<file path="config.mk">
export PLATFORM = sky130hd
export DESIGN_NAME = trap_compare_unit
export DESIGN_NICKNAME = d
export VERILOG_FILES = /design/src/rtl/trap_cmp_pkg.sv /design/src/rtl/trap_operand_shaper.sv /design/src/rtl/trap_relation_unit.sv /design/src/rtl/trap_mask_reduce.sv /design/src/rtl/trap_report_fsm.sv /design/src/rtl/trap_compare_unit.sv
export SDC_FILE = /design/constraint.sdc
export NUM_CORES = 1
export LEC_CHECK = 0
export CORE_UTILIZATION = 25
export CTS_BUF_LIST = sky130_fd_sc_hd__clkbuf_16
export DETAILED_ROUTE_END_ITERATION = 8
export GPL_TIMING_DRIVEN = 0
export SLEW_MARGIN = 20
export SYNTH_ARGS = -nofsm -noshare
export SYNTH_HDL_FRONTEND = slang
export SYNTH_SLANG_ARGS = --single-unit
</file>
<file path="constraint.sdc">
create_clock -name clk -period 3.5 [get_ports clk]
set_clock_uncertainty 0.2 [all_clocks]
set_input_delay 0.35 -clock clk [delete_from_list [all_inputs] [get_ports clk]]
set_output_delay 0.35 -clock clk [all_outputs]
set_load 0.03 [all_outputs]
</file>
<file path="src/rtl/trap_cmp_pkg.sv">
package trap_cmp_pkg;
    localparam int REL_COUNT = 5;

    // Relation vector; bit order matches the condition mask.
    typedef struct packed {
        logic slt;
        logic sgt;
        logic eq;
        logic ult;
        logic ugt;
    } rel_vec_t;

    typedef enum logic [0:0] {
        ST_IDLE   = 1'b0,
        ST_REPORT = 1'b1
    } rpt_state_e;
endpackage

</file>
<file path="src/rtl/trap_operand_shaper.sv">
module trap_operand_shaper #(
    parameter int XLEN = 64,
    parameter int HALF = XLEN / 2
) (
    input  logic [XLEN-1:0] op,
    input  logic            dword_mode,
    output logic [XLEN:0]   sext,
    output logic [XLEN:0]   zext
);
    localparam int PAD = XLEN - HALF + 1;

    always_comb begin
        if (dword_mode) begin
            sext = {op[XLEN-1], op};
            zext = {1'b0, op};
        end else begin
            sext = {{PAD{op[HALF-1]}}, op[HALF-1:0]};
            zext = {{PAD{1'b0}}, op[HALF-1:0]};
        end
    end
endmodule

</file>
<file path="src/rtl/trap_relation_unit.sv">
module trap_relation_unit
    import trap_cmp_pkg::*;
#(
    parameter int XLEN = 64
) (
    input  logic [XLEN:0] a_s,
    input  logic [XLEN:0] b_s,
    input  logic [XLEN:0] a_u,
    input  logic [XLEN:0] b_u,
    output rel_vec_t      rel
);
    always_comb begin
        rel.slt = $signed(a_s) < $signed(b_s);
        rel.sgt = $signed(a_s) > $signed(b_s);
        rel.eq  = a_u == b_u;
        rel.ult = a_u < b_u;
        rel.ugt = a_u > b_u;
    end
endmodule

</file>
<file path="src/rtl/trap_mask_reduce.sv">
module trap_mask_reduce
    import trap_cmp_pkg::*;
(
    input  rel_vec_t               rel,
    input  logic [REL_COUNT-1:0]   cond,
    output logic                   hit
);
    logic [REL_COUNT-1:0] rel_bits;
    logic [REL_COUNT-1:0] sel;

    assign rel_bits = rel;

    for (genvar i = 0; i < REL_COUNT; i++) begin : g_sel
        assign sel[i] = cond[i] & rel_bits[i];
    end

    assign hit = |sel;
endmodule

</file>
<file path="src/rtl/trap_report_fsm.sv">
module trap_report_fsm
    import trap_cmp_pkg::*;
#(
    parameter int          CODE_W    = 4,
    parameter logic [CODE_W-1:0] TRAP_CODE = 4'h3
) (
    input  logic              clk,
    input  logic              rst_n,
    input  logic              in_valid,
    input  logic              hit,
    output logic              trap_valid,
    output logic              trap,
    output logic [CODE_W-1:0] trap_code
);
    rpt_state_e state_q, state_d;
    logic       hit_q;

    always_comb begin
        state_d = state_q;
        unique case (state_q)
            ST_IDLE:   state_d = in_valid ? ST_REPORT : ST_IDLE;
            ST_REPORT: state_d = in_valid ? ST_REPORT : ST_IDLE;
            default:   state_d = ST_IDLE;
        endcase
    end

    always_ff @(posedge clk) begin
        if (!rst_n) begin
            state_q <= ST_IDLE;
            hit_q   <= 1'b0;
        end else begin
            state_q <= state_d;
            hit_q   <= in_valid & hit;
        end
    end

    always_comb begin
        trap_valid = 1'b0;
        trap       = 1'b0;
        trap_code  = '0;
        unique case (state_q)
            ST_IDLE: ;
            ST_REPORT: begin
                trap_valid = 1'b1;
                trap       = hit_q;
                trap_code  = hit_q ? TRAP_CODE : '0;
            end
            default: ;
        endcase
    end
endmodule

</file>
<file path="src/rtl/trap_compare_unit.sv">
module trap_compare_unit
    import trap_cmp_pkg::*;
#(
    parameter int XLEN   = 64,
    parameter int CODE_W = 4
) (
    input  logic                 clk,
    input  logic                 rst_n,
    input  logic                 in_valid,
    input  logic [XLEN-1:0]      op_a,
    input  logic [XLEN-1:0]      op_b,
    input  logic [REL_COUNT-1:0] cond,
    input  logic                 dword_mode,
    output logic                 trap_valid,
    output logic                 trap,
    output logic [CODE_W-1:0]    trap_code
);
    logic [XLEN:0] a_s, a_u, b_s, b_u;
    rel_vec_t      rel;
    logic          hit;

    trap_operand_shaper #(.XLEN(XLEN)) u_shape_a (
        .op(op_a), .dword_mode(dword_mode), .sext(a_s), .zext(a_u)
    );
    trap_operand_shaper #(.XLEN(XLEN)) u_shape_b (
        .op(op_b), .dword_mode(dword_mode), .sext(b_s), .zext(b_u)
    );

    trap_relation_unit #(.XLEN(XLEN)) u_rel (
        .a_s(a_s), .b_s(b_s), .a_u(a_u), .b_u(b_u), .rel(rel)
    );

    trap_mask_reduce u_mask (
        .rel(rel), .cond(cond), .hit(hit)
    );

    trap_report_fsm #(.CODE_W(CODE_W), .TRAP_CODE(CODE_W'(3))) u_fsm (
        .clk(clk), .rst_n(rst_n), .in_valid(in_valid), .hit(hit),
        .trap_valid(trap_valid), .trap(trap), .trap_code(trap_code)
    );
endmodule

</file>
# After elaboration in Yosys (flattened, before gate mapping)
# Index checks and enable logic that the tools add are counted.
# word_totals
ff_bits	2
input_bits	137
output_inout_bits	6
wordCells	23
# classes
order_cmp	4
eq_ne	1
muxes	9
bitwise	6
reduce_logical	1
# ops
operator	count
2-to-1 mux 65 bit	2
2-to-1 mux 64 bit	2
greater-than comparator 65 bit	1
< comparator 65 bit	1
equality test 64 bit	1
greater-than comparator 64 bit	1
< comparator 64 bit	1
bitwise AND 1 bit	6
OR reduction 5 bit	1
2-to-1 mux 4 bit	1
2-to-1 mux 1 bit	3
2-to-1 mux 2 bit	1

# Longest topological paths before layout
# Gate-level depths: netlist of run 1.
# depth
ltp_word	5
mapped_depth	13
depth_no_buf	12

# Hierarchy
# A second synthesis of run 1 with hierarchy kept.
# hier_totals
cells_unflattened	774
area_unflattened_um2	6018.3
# by_module_without_submodules
mod	instances	cells_each	area_each_um2	seq_area_each_um2
trap_relation_unit	1	479	3382.0	0.0
trap_operand_shaper	2	141	1261.2	0.0
trap_report_fsm	1	10	92.6	40.0
trap_mask_reduce	1	3	21.3	0.0

# Worst setup path before layout of run 1
# No wires, ideal clock.
# synth_timing
kind	input to register
start	input dword_mode
end	register u_fsm.hit_q
arrival_ps	2690
t_required_ps	3186
setup_slack_ps	496
path_stages	12
n_path_buf	2
cell_sequence	clkbuf_1 -> buf_1 -> nand2_1 -> ha_1 -> a21o_1 -> nand3_1 -> a21oi_1 -> o311a_2 -> a2111oi_2 -> o41ai_2 -> mux2i_1 -> a21o_1
# synth_between
elab_chain_len	5
word_cells_on_any_way	16
cone_classes	order compare: 4; eq/ne: 1; mux: 4; bitwise: 6; reduce/logical: 1
# synth_lines
element	line_no	rtl
from (decl)	trap_compare_unit.sv:13	input logic dword_mode,
2-to-1 mux 65 bit or 2-to-1 mux 64 bit (tied branches)	trap_operand_shaper.sv:13	if (dword_mode) begin
greater-than comparator 65 bit, or another cell as far along	trap_relation_unit.sv:14	rel.sgt = $signed(a_s) > $signed(b_s);
bitwise AND 1 bit	trap_mask_reduce.sv:14	assign sel[i] = cond[i] & rel_bits[i];
OR reduction 5 bit *	trap_mask_reduce.sv:17	assign hit = |sel;
bitwise AND 1 bit *	trap_report_fsm.sv:33	hit_q <= in_valid & hit;
to (signal assigned)	trap_report_fsm.sv:33	
to (decl)	trap_report_fsm.sv:16	logic hit_q;
# Every way passes the cells marked *; elsewhere a longest branch is shown, timed or not.
# A chain may end at the register's enable or synchronous reset.

# Worst setup path after layout of run 1
# Same ends and word-level chain as after synthesis.

==> results.md, run 1 <==
- Status: finished clean
- Commonest non-fill, non-tap cells in the layout: clkdlybuf4s50_1 (139), ha_1 (96), a21oi_1 (64), nand2_1 (58), inv_1 (34)
- Fin. Hold Viols: 0
- Power per cell area: 160.3 nW/um^2
- P_int: 0.4853 mW
- WL/cell: 14.12 um
- Fill cells: 1,250
- CP Class: primary input to flop
- Layout net count: 826
- Gp weighted congestion: 0.8670
- RSZ-0062 raised after global routing: false
- Switch Pwr: 0.3001 mW
- Setup TNS Final: 0 ns
- Number of DRC markers in iteration 0: 98
- PortBufs: 140
- Yosys warning total: 0
- Seq pwr share: 3.3%
- First-pass GRT wire length: 17,200 um
- Post-route ant nets: 0
- Grt ovf: 0
- CTS tree: built
- Asr flop ratio synth: 0%
- Inst Count DP: 756
- Synth cell types: 47
- Mapped Avg Cell Area: 7.062 um^2
- Final WS setup: 0.2442 ns
- Top area cells in the synthesized netlist: ha_1 (38%), a21oi_1 (10%), nand2_1 (6.9%)
- Layout cell share with drive strength beyond 1: 6.599%
- Fin crit share: 93.02%
- Vias in the first global route: 3,794
- # DRC: 0
- Worst slew margin: 57.19%
- Crit path capture type: flop
- Multi-input logic area: 2934 um^2
- H-tree levels: 1
- Initial antenna violation count: 0
- Die area: 13,080 um^2
- Clock power share: 21.6%
- Post-synth top flop: dfxtp_1
- Final Slew Violations: 0
- Startpoint types: primary input
- Vias per cell: 4.868
- MaxCap Viol Count: 0
- Leading cell type in the layout, fill and taps excluded: clkdlybuf4s50_1
- Root Driver: clkbuf_16
- Dpl ws: -0.7782 ns
- # IOs: 143
- Diodes inserted: 0
- Data arrival, critical path: 3.16 ns
- Clock-pin transition on the worst setup and hold timing paths: 0.03 ns
- Overall Power: 0.7854 mW
- 1st-pass router iterations: 6
- Die Span Y: 114.4 um
- Sw Share: 38.21%
- Total track usage: 16.35%
- Worst-Margin Slew: 0.6405 ns
- Synthesized cell area: 3157 um^2
- Num CTS Buffers: 3
- Hold Crit Class: primary input to flop
- Max Freq: 0.3071 GHz
- Crit path max fanout: 10
- VDD IR max: 0.0003475 V
- Final Util: 40.29%
- Synth top area share: 38.05%
- Reg area: 40.04 um^2
- CTS Hold Bufs: 0
- Sequential fraction of the synthesis area: 1.268%
- Post-Layout Cell Count: 759
- #FFs+latches synth: 2
- CORE AREA: 12,160 um^2
- Post-Syn Instances: 447
- Worst endpoint required time: 3.41 ns
- Post-layout minimum cycle time: 3.256 ns
- Final Routed Wirelength: 10,720 um
- Largest area contributor in the netlist: ha_1
- DP HPWL: 9431 um
- Die width: 114.4 um
- CTS Buffer Depth: 2
- Rows: 40
- Via count: 3,695
- Final setup fails: 0
- Leakage power: 2.269 nW
- Largest net degree at the start of global routing: 11
- Sinks on the clock net: 2
- WHS: 0.5556 ns
- Design Area, Final: 4900 um^2
- Combinational fraction of design power: 75.1%
- Number of synthesized flops with an enable pin: 0
- Starting density of the core: 25.96%
- Area Growth Syn to Fin: 55.21%
- Cell Area, Placed: 4772 um^2
state kept, by name, indices dropped and copies added, names as in the netlist:
| register | count |
|---|---|
| u_fsm.state_q | 1 |
| u_fsm.hit_q | 1 |
layer usage:
metal | global-route usage (%) | routed length [um] | up-vias
met1 | 18.30 | 4494 | 1651
met5 | 0 | 0 | -
met3 | 4.129 | 967 | 10
met2 | 30.83 | 5085 | 137
li1 | - | - | 1897
met4 | 3.636 | 168 | 0
power groups by stage:
stage               Combinational, mW  Clock, mW  Sequential (mW)
floorplan                       0.320          0           0.0271
global placement                0.568          0           0.0260
detailed placement              0.579          0           0.0260
CTS                             0.588      0.172           0.0258
global route                    0.662      0.175           0.0260
finish                          0.590      0.170           0.0257
worst paths after layout:
check | start | to | slack, ns | cells after the start
worst max-delay path | dword_mode | u_fsm.hit_q | 0.24 | 13
worst min-delay path | in_valid | u_fsm.state_q | 0.56 | 2
what timing repair did:
item | in CTS | in global routing
endpoints found under the setup margin | 1 | 1
endpoints found under the hold margin | 0 | 0
resized for setup | 12 | 18
buffers inserted | 0 | 0
cloned | 0 | 0
cell type report:
cell class	instances	area share (%)
flip-flops and latches	2	0.8172
repair buffers	140	28.50
clock buffers	3	1.532
multi-input cells	392	59.88
plain buffers	20	2.375
well taps	168	4.290
inverters	34	2.605
cell usage after synthesis, types with 2 or more instances:
master and count:
ha_1 96, a21oi_1 64, nand2_1 58, inv_1 34
and2_1 33, nand2b_1 33, nand4_1 19, clkbuf_1 11
nand3_1 10, nor2_1 10, o21ai_0 10, a211oi_1 6
a21o_1 6, buf_1 5, buf_4 4, o211ai_1 4
o21ai_1 4, mux2i_1 3, nor4_1 3, a211o_1 2
a21boi_0 2, a221oi_1 2, dfxtp_1 2, nor3_1 2
nor3_2 2
critical path: stages:
cell,delay (ns)
clkbuf_2,0.19
clkbuf_4,0.23
clkbuf_2,0.24
nand2_1,0.10
ha_1,0.32
a21oi_1,0.15
o21ai_1,0.12
a221oi_1,0.34
o211ai_1,0.18
a2111oi_2,0.43
o41ai_2,0.18
mux2i_1,0.15
a21o_1,0.19
cell families (layout without fill, tap and decap cells):
logic type               Yosys count  after routing  share of synthesized area, %
AO/OA/AOI/OAI                    112            112                         21.96
adder cells (fa/ha/maj)           96             96                         38.05
buffers and inverters             54            197                         6.897
flip-flops                         2              2                         1.268
multiplexers                       3              3                        0.9513
other                              1              2                        0.1188
AND/OR/NAND/NOR                  179            179                         30.76
No activity file was read; power rests on OpenSTA's default activity.
==> run 2, diff against run 1 <==
Settings changed: PLACE_DENSITY_LB_ADDON set to 0.2.
==> run 2 against run 1 <==
  * Via count down 1.9%
  * Sequential share of layout area barely moved
  * First-iteration DRC count up 28%
  * Non-clock buffer count did not move
  * Maximum frequency fell by 1.2%
  * Sequential power hardly changed
  * Critical path depth stayed put
  * Cell area barely moved
  * Hold slack better by 0.059 ns
  * Power shrank 0.55%
  * Core utilization about the same
  * Combinational power shrank 1%
  * Critical path type unchanged
  * Largest power group unchanged
==> results.md, run 2 (synthesized netlist as in run 1, its figures left out) <==
- Status: finished clean
- Initial antenna violation count: 0 (unchanged)
- Max Freq: 0.3034 GHz (-1.2%)
- Fin. Hold Viols: 0 (unchanged)
- Hold Crit Class: primary input to flop
- Crit path max fanout: 10 (unchanged)
- Vias per cell: 4.776 (-1.9%)
- Largest net degree at the start of global routing: 11 (unchanged)
- First-pass GRT wire length: 16,420 um (-4.5%)
- WHS Path Cells: 2 (unchanged)
- CTS tree: built
- Largest regs: u_fsm.hit_q x1, u_fsm.state_q x1
- Via count: 3,625 (-1.9%)
- Commonest non-fill, non-tap cells in the layout: clkdlybuf4s50_1 (139), ha_1 (96), a21oi_1 (64), nand2_1 (58), inv_1 (34)
- Worst endpoint required time: 3.40 ns (about the same)
- Buf/Inv on CP: 2 (-1)
- Total track usage: 15.66% (-0.69 points)
- Num CTS Buffers: 3 (unchanged)
- Diodes inserted: 0 (unchanged)
- Die width: 114.4 um (unchanged)
- RSZ-0062 raised after global routing: false
- Sinks on the clock net: 2 (unchanged)
- Starting density of the core: 25.96% (unchanged)
- Leakage power: 2.272 nW (+0.14%)
- CTS Hold Bufs: 0 (unchanged)
- Die Span Y: 114.4 um (unchanged)
- Worst slew margin: 58.88% (+1.7 points)
- Hold Path End: u_fsm.state_q
- Layout net count: 826 (unchanged)
- Layout cell share with drive strength beyond 1: 6.430% (-0.17 points)
- Grt ovf: 0 (unchanged)
- Area Growth Syn to Fin: 55.33% (about the same)
- Root Driver: clkbuf_16
- VDD IR max: 0.0001116 V (-68%)
- Final Slew Violations: 0 (unchanged)
- Leading cell type in the layout, fill and taps excluded: clkdlybuf4s50_1
- Worst-path cell chain: clkdlybuf4s50_1 > nand2b_1 > clkbuf_4 > nand2b_1 > ha_1 > nand3_1 > nor3_1 > a221oi_1 > o211ai_1 > a22oi_1 > nand3_1 > mux2i_1 > a21o_1
- Die area: 13,080 um^2 (unchanged)
- Final WS setup: 0.2045 ns (-0.03973 ns)
- Critical path depth: 13 (unchanged)
- Post-route ant nets: 0 (unchanged)
- Dpl ws: -0.9366 ns (-0.1583 ns)
- DP HPWL: 8975 um (-4.8%)
- WL/cell: 13.32 um (-5.6%)
- CORE AREA: 12,160 um^2 (unchanged)
- # IOs: 143 (unchanged)
- Final Routed Wirelength: 10,110 um (-5.6%)
- Slowest Stage Delay on Critical Path: 0.45 ns (+0.02 ns)
- Worst-Margin Slew: 0.6152 ns (-0.02526 ns)
- Vias in the first global route: 3,683 (-2.9%)
- CTS Buffer Depth: 2 (unchanged)
- Clock-pin transition on the worst setup and hold timing paths: 0.03 ns (about the same)
- MaxCap Viol Count: 0 (unchanged)
- Post-Layout Cell Count: 759 (unchanged)
- Design Area, Final: 4903 um^2 (about the same)
- Inst Count DP: 756 (unchanged)
- # DRC: 0 (unchanged)
- H-tree levels: 1 (unchanged)
- 1st-pass router iterations: 4 (-2)
- CP Class: primary input to flop
- Crit path capture type: flop
- Hold Crit Start: in_valid
- PortBufs: 140 (unchanged)
- Final setup fails: 0 (unchanged)
- Startpoint types: primary input
- Post-layout minimum cycle time: 3.295 ns (+0.03973 ns)
- Number of DRC markers in iteration 0: 125 (+28%)
- Cell Area, Placed: 4772 um^2 (unchanged)
- Gp weighted congestion: 0.8606 (-0.74%)
- Fin crit share: 94.16% (+1.1 points)
- CP top delay family: compound AO/OA/AOI/OAI gates
- Power per cell area: 159.3 nW/um^2 (-0.63%)
- Post-CTS Setup Inserts: 0 (unchanged)
- Crit-path slowest cell: clkdlybuf4s50_1
- Rows: 40 (unchanged)
- Data arrival, critical path: 3.20 ns (+0.04 ns)
-- run 2: changes by cell type in the layout (fill, tap and decap cells not counted), sizes merged --
cell,before,now
clkbuf,18,16
buf,6,7
clkdlybuf4s15,0,1
-- run 2: routing by layer --
layer / track usage [%] / part of all wire [%]
met1: 18.64 / 43
met2: 29.41 / 48
met3: 2.965 / 8.4
met4: 2.338 / 0.93
met5: 0 / 0
-- run 2: what timing repair did --
action / in CTS / in global routing
endpoints found under the hold margin: 0 / 0
gates resized for setup: 13 / 18
pin swaps: 0 / 2
endpoints found under the setup margin: 1 / 1
-- run 2: area by class of cell --
class,instances,area [um^2]
Fill cell,1277,7258
Multi-Input combinational cell,392,2932
Timing Repair Buffer,140,1403
Buffer,20,116.4
Clock buffer,3,75.07
Inverter,34,127.6
Sequential cell,2,40.04
Tap cell,168,210.2
-- run 2: metrics by stage --
stage | power (mW) | util (%) | setup TNS, ns | hold WS [ns]
floorplan | 0.3471 | - | 0 | 0.3376
global placement | 0.5937 | 39.24 | -0.8814 | 0.8382
detailed placement | 0.6034 | 39.24 | -0.9366 | 0.8460
global route | 0.8630 | 40.32 | 0 | 0.6451
CTS | 0.7834 | 40.02 | 0 | 0.6219
finish | 0.7811 | 40.32 | 0 | 0.6147
-- run 2: report_power, final --
part	internal, mW	total, mW	switching (mW)	leakage [nW]
registers	0.0252	0.0256	0.000412	0.0167
clock network	0.145	0.171	0.0257	0.0370
logic	0.315	0.584	0.270	2.22
-- run 2: how the worst max path moves through the flow --
| stage | end | start | slack [ns] |
|---|---|---|---|
| global route | u_fsm.hit_q | op_a[31] | 0.008 |
| finish | u_fsm.hit_q | op_a[31] | 0.20 |
| detailed placement | u_fsm.hit_q | dword_mode | -0.94 |
| floorplan | u_fsm.hit_q | dword_mode | 0.50 |
| CTS | u_fsm.hit_q | op_b[31] | 0.002 |
| global placement | u_fsm.hit_q | dword_mode | -0.88 |
==> run 3, diff against run 2 <==
Clock period 3.5 ns to 3.2 ns, I/O delays scaled along.
==> run 3 against run 2 <==
  * Clock power increased by 9%
  * Non-clock buffer count up 10
  * Global-route usage is essentially flat
  * Wire length increased by 3.1%
  * Cell area is 3.8% higher
  * Sequential power rose by 9.4%
  * Core utilization grew 1.5 points
==> results.md, run 3 (synthesized netlist as in run 1, its figures left out) <==
- Status: finished clean
- Final setup fails: 0 (unchanged)
- DP HPWL: 8975 um (unchanged)
- Power per cell area: 175.5 nW/um^2 (+10%)
- Final WS setup: 0.1359 ns (-0.06863 ns)
- Commonest non-fill, non-tap cells in the layout: clkdlybuf4s50_1 (137), ha_1 (95), a21oi_1 (62), nand2_1 (58)
- Diodes inserted: 0 (unchanged)
- Data arrival, critical path: 2.97 ns (-0.23 ns)
- Crit path capture type: flop
- Grt ovf: 0 (unchanged)
- Area Growth Syn to Fin: 61.20%
- Gp weighted congestion: 0.8606 (unchanged)
- Crit-path slowest cell: a2111oi_2
- Seq pwr share: 3.1% (-0.2 points)
- CP Class: primary input to flop
- Final Routed Wirelength: 10,430 um (+3.1%)
- CTS tree: built
- Setup TNS Final: 0 ns (unchanged)
- Fin crit share: 95.75%
- Crit path max fanout: 10 (unchanged)
- # IOs: 143 (unchanged)
- Vias in the first global route: 3,699 (+0.43%)
- Die Span Y: 114.4 um (unchanged)
- Startpoint types: primary input
- Initial antenna violation count: 0 (unchanged)
- Num CTS Buffers: 3 (unchanged)
- PortBufs: 140 (unchanged)
- P_int: 0.5554 mW (+14%)
- Routing usage on met3: 2.912% (-0.053 points)
- Root Driver: clkbuf_16
- Buf/Inv on CP: 3 (+1)
- Leading cell type in the layout, fill and taps excluded: clkdlybuf4s50_1
- WL/cell: 13.56 um (+1.8%)
- Vias per cell: 4.796 (+0.41%)
- Clock-pin transition on the worst setup and hold timing paths: 0.03 ns (about the same)
- CTS Buffer Depth: 2 (unchanged)
- Largest net degree at the start of global routing: 11 (unchanged)
- Post-layout minimum cycle time: 3.064 ns
- Fill cells: 1,259 (-1.4%)
- Worst endpoint required time: 3.10 ns (-0.30 ns)
- GRT met1 Usage: 18.58% (-0.064 points)
- Met2 GRT Util: 29.78% (+0.36 points)
- Largest regs: u_fsm.hit_q x1, u_fsm.state_q x1
- Max Freq: 0.3264 GHz
- 1st-pass router iterations: 4 (unchanged)
- Top Usage Layer GRT: met2
- Rows: 40 (unchanged)
- # DRC: 0 (unchanged)
- CORE AREA: 12,160 um^2 (unchanged)
- CTS Hold Bufs: 0 (unchanged)
- Die width: 114.4 um (unchanged)
- H-tree levels: 1 (unchanged)
- Number of DRC markers in iteration 0: 117 (-6.4%)
- Dpl ws: -1.207 ns (-0.2700 ns)
- Worst-path cell chain: clkbuf_4 > clkbuf_8 > buf_4 > nand2_1 > ha_1 > a21oi_1 > o21ai_1 > a221oi_2 > o211ai_1 > a2111oi_2 > o41ai_2 > mux2i_1 > a21o_1
- Worst-Margin Slew: 0.6425 ns (+0.02726 ns)
- Starting density of the core: 25.96% (unchanged)
- Slowest Stage Delay on Critical Path: 0.46 ns (about the same)
- Worst slew margin: 57.06% (-1.8 points)
- Total track usage: 15.67% (about the same)
- Switch Pwr: 0.3375 mW (+14%)
- Via count: 3,688 (+1.7%)
- Sw Share: 37.80% (-0.062 points)
- Clock power share: 20.9% (-1.0 points)
- Final Slew Violations: 0 (unchanged)
- CP top delay family: compound AO/OA/AOI/OAI gates
- Combinational fraction of design power: 75.9% (+1.1 points)
- Final Util: 41.84% (+1.5 points)
- Layout net count: 836 (+1.2%)
- Fin. Hold Viols: 0 (unchanged)
- First-pass GRT wire length: 16,460 um (+0.25%)
- MaxCap Viol Count: 0 (unchanged)
- Post-route ant nets: 0 (unchanged)
- Die area: 13,080 um^2 (unchanged)
- VDD IR max: 0.0001225 V (+9.8%)
- Layout cell share with drive strength beyond 1: 9.817% (+3.4 points)
- Hold Crit Class: primary input to flop
- Sinks on the clock net: 2 (unchanged)
- Leakage power: 2.370 nW (+4.3%)
- Overall Power: 0.8929 mW (+14%)
-- run 3: cell count changes in the layout (fill, tap and decap cells not counted), sizes merged --
| cell | delta |
|---|---|
| clkbuf | -5 |
| dlymetal6s2s | +2 |
| clkdlybuf4s50 | -2 |
| clkdlybuf4s15 | -1 |
| buf | +16 |
-- run 3: final cells by class --
cell class                      count  area [um^2]  share of cell area [%]
Timing Repair Buffer              150         1495                   29.38
Sequential cell                     2        40.04                  0.7868
Buffer                             20        160.2                   3.147
Inverter                           34        127.6                   2.508
Multi-Input combinational cell    392         2980                   58.57
Tap cell                          168        210.2                   4.131
Clock buffer                        3        75.07                   1.475
-- run 3: routing by layer --
| metal | vias to the layer above | wire length, um | share of wire (%) |
|---|---|---|---|
| met5 | - | 0 | 0 |
| met4 | 0 | 116 | 1.1 |
| met3 | 10 | 834 | 8.0 |
| met2 | 123 | 5000 | 48 |
| met1 | 1638 | 4477 | 43 |
| li1 | 1917 | - | - |
-- run 3: worst paths after layout --
kind | slack [ns] | startpoint | endpoint | depth (start not counted)
setup / recovery | 0.14 | dword_mode | u_fsm.hit_q | 13
hold / removal | 0.58 | in_valid | u_fsm.state_q | 2
-- run 3: per-stage QoR --
| stage | area [um^2] | hold WS [ns] | cells |
|---|---|---|---|
| finish | 5089 | 0.5811 | 769 |
| CTS | 4917 | 0.5919 | 760 |
| global route | 5089 | 0.6151 | 769 |
| global placement | 4772 | 0.8082 | 756 |
| floorplan | 3161 | 0.3076 | 448 |
| detailed placement | 4772 | 0.8160 | 756 |
-- run 3: power by group through the flow --
stage	clock (mW)	sequential [mW]	combinational [mW]
5_1_grt	0.193	0.0281	0.760
4_1_cts	0.189	0.0280	0.648
3_3_place_gp	0	0.0284	0.621
6_report	0.187	0.0280	0.678
3_5_place_dp	0	0.0283	0.632
2_1_floorplan	0	0.0297	0.350
-- run 3: timing repair --
action	4_1_cts	5_1_grt
cloned	0	1
endpoints found under the setup margin	1	1
endpoints found under the hold margin	0	0
setup buffers	1	8
pin swaps	5	21
gates resized for setup	30	39
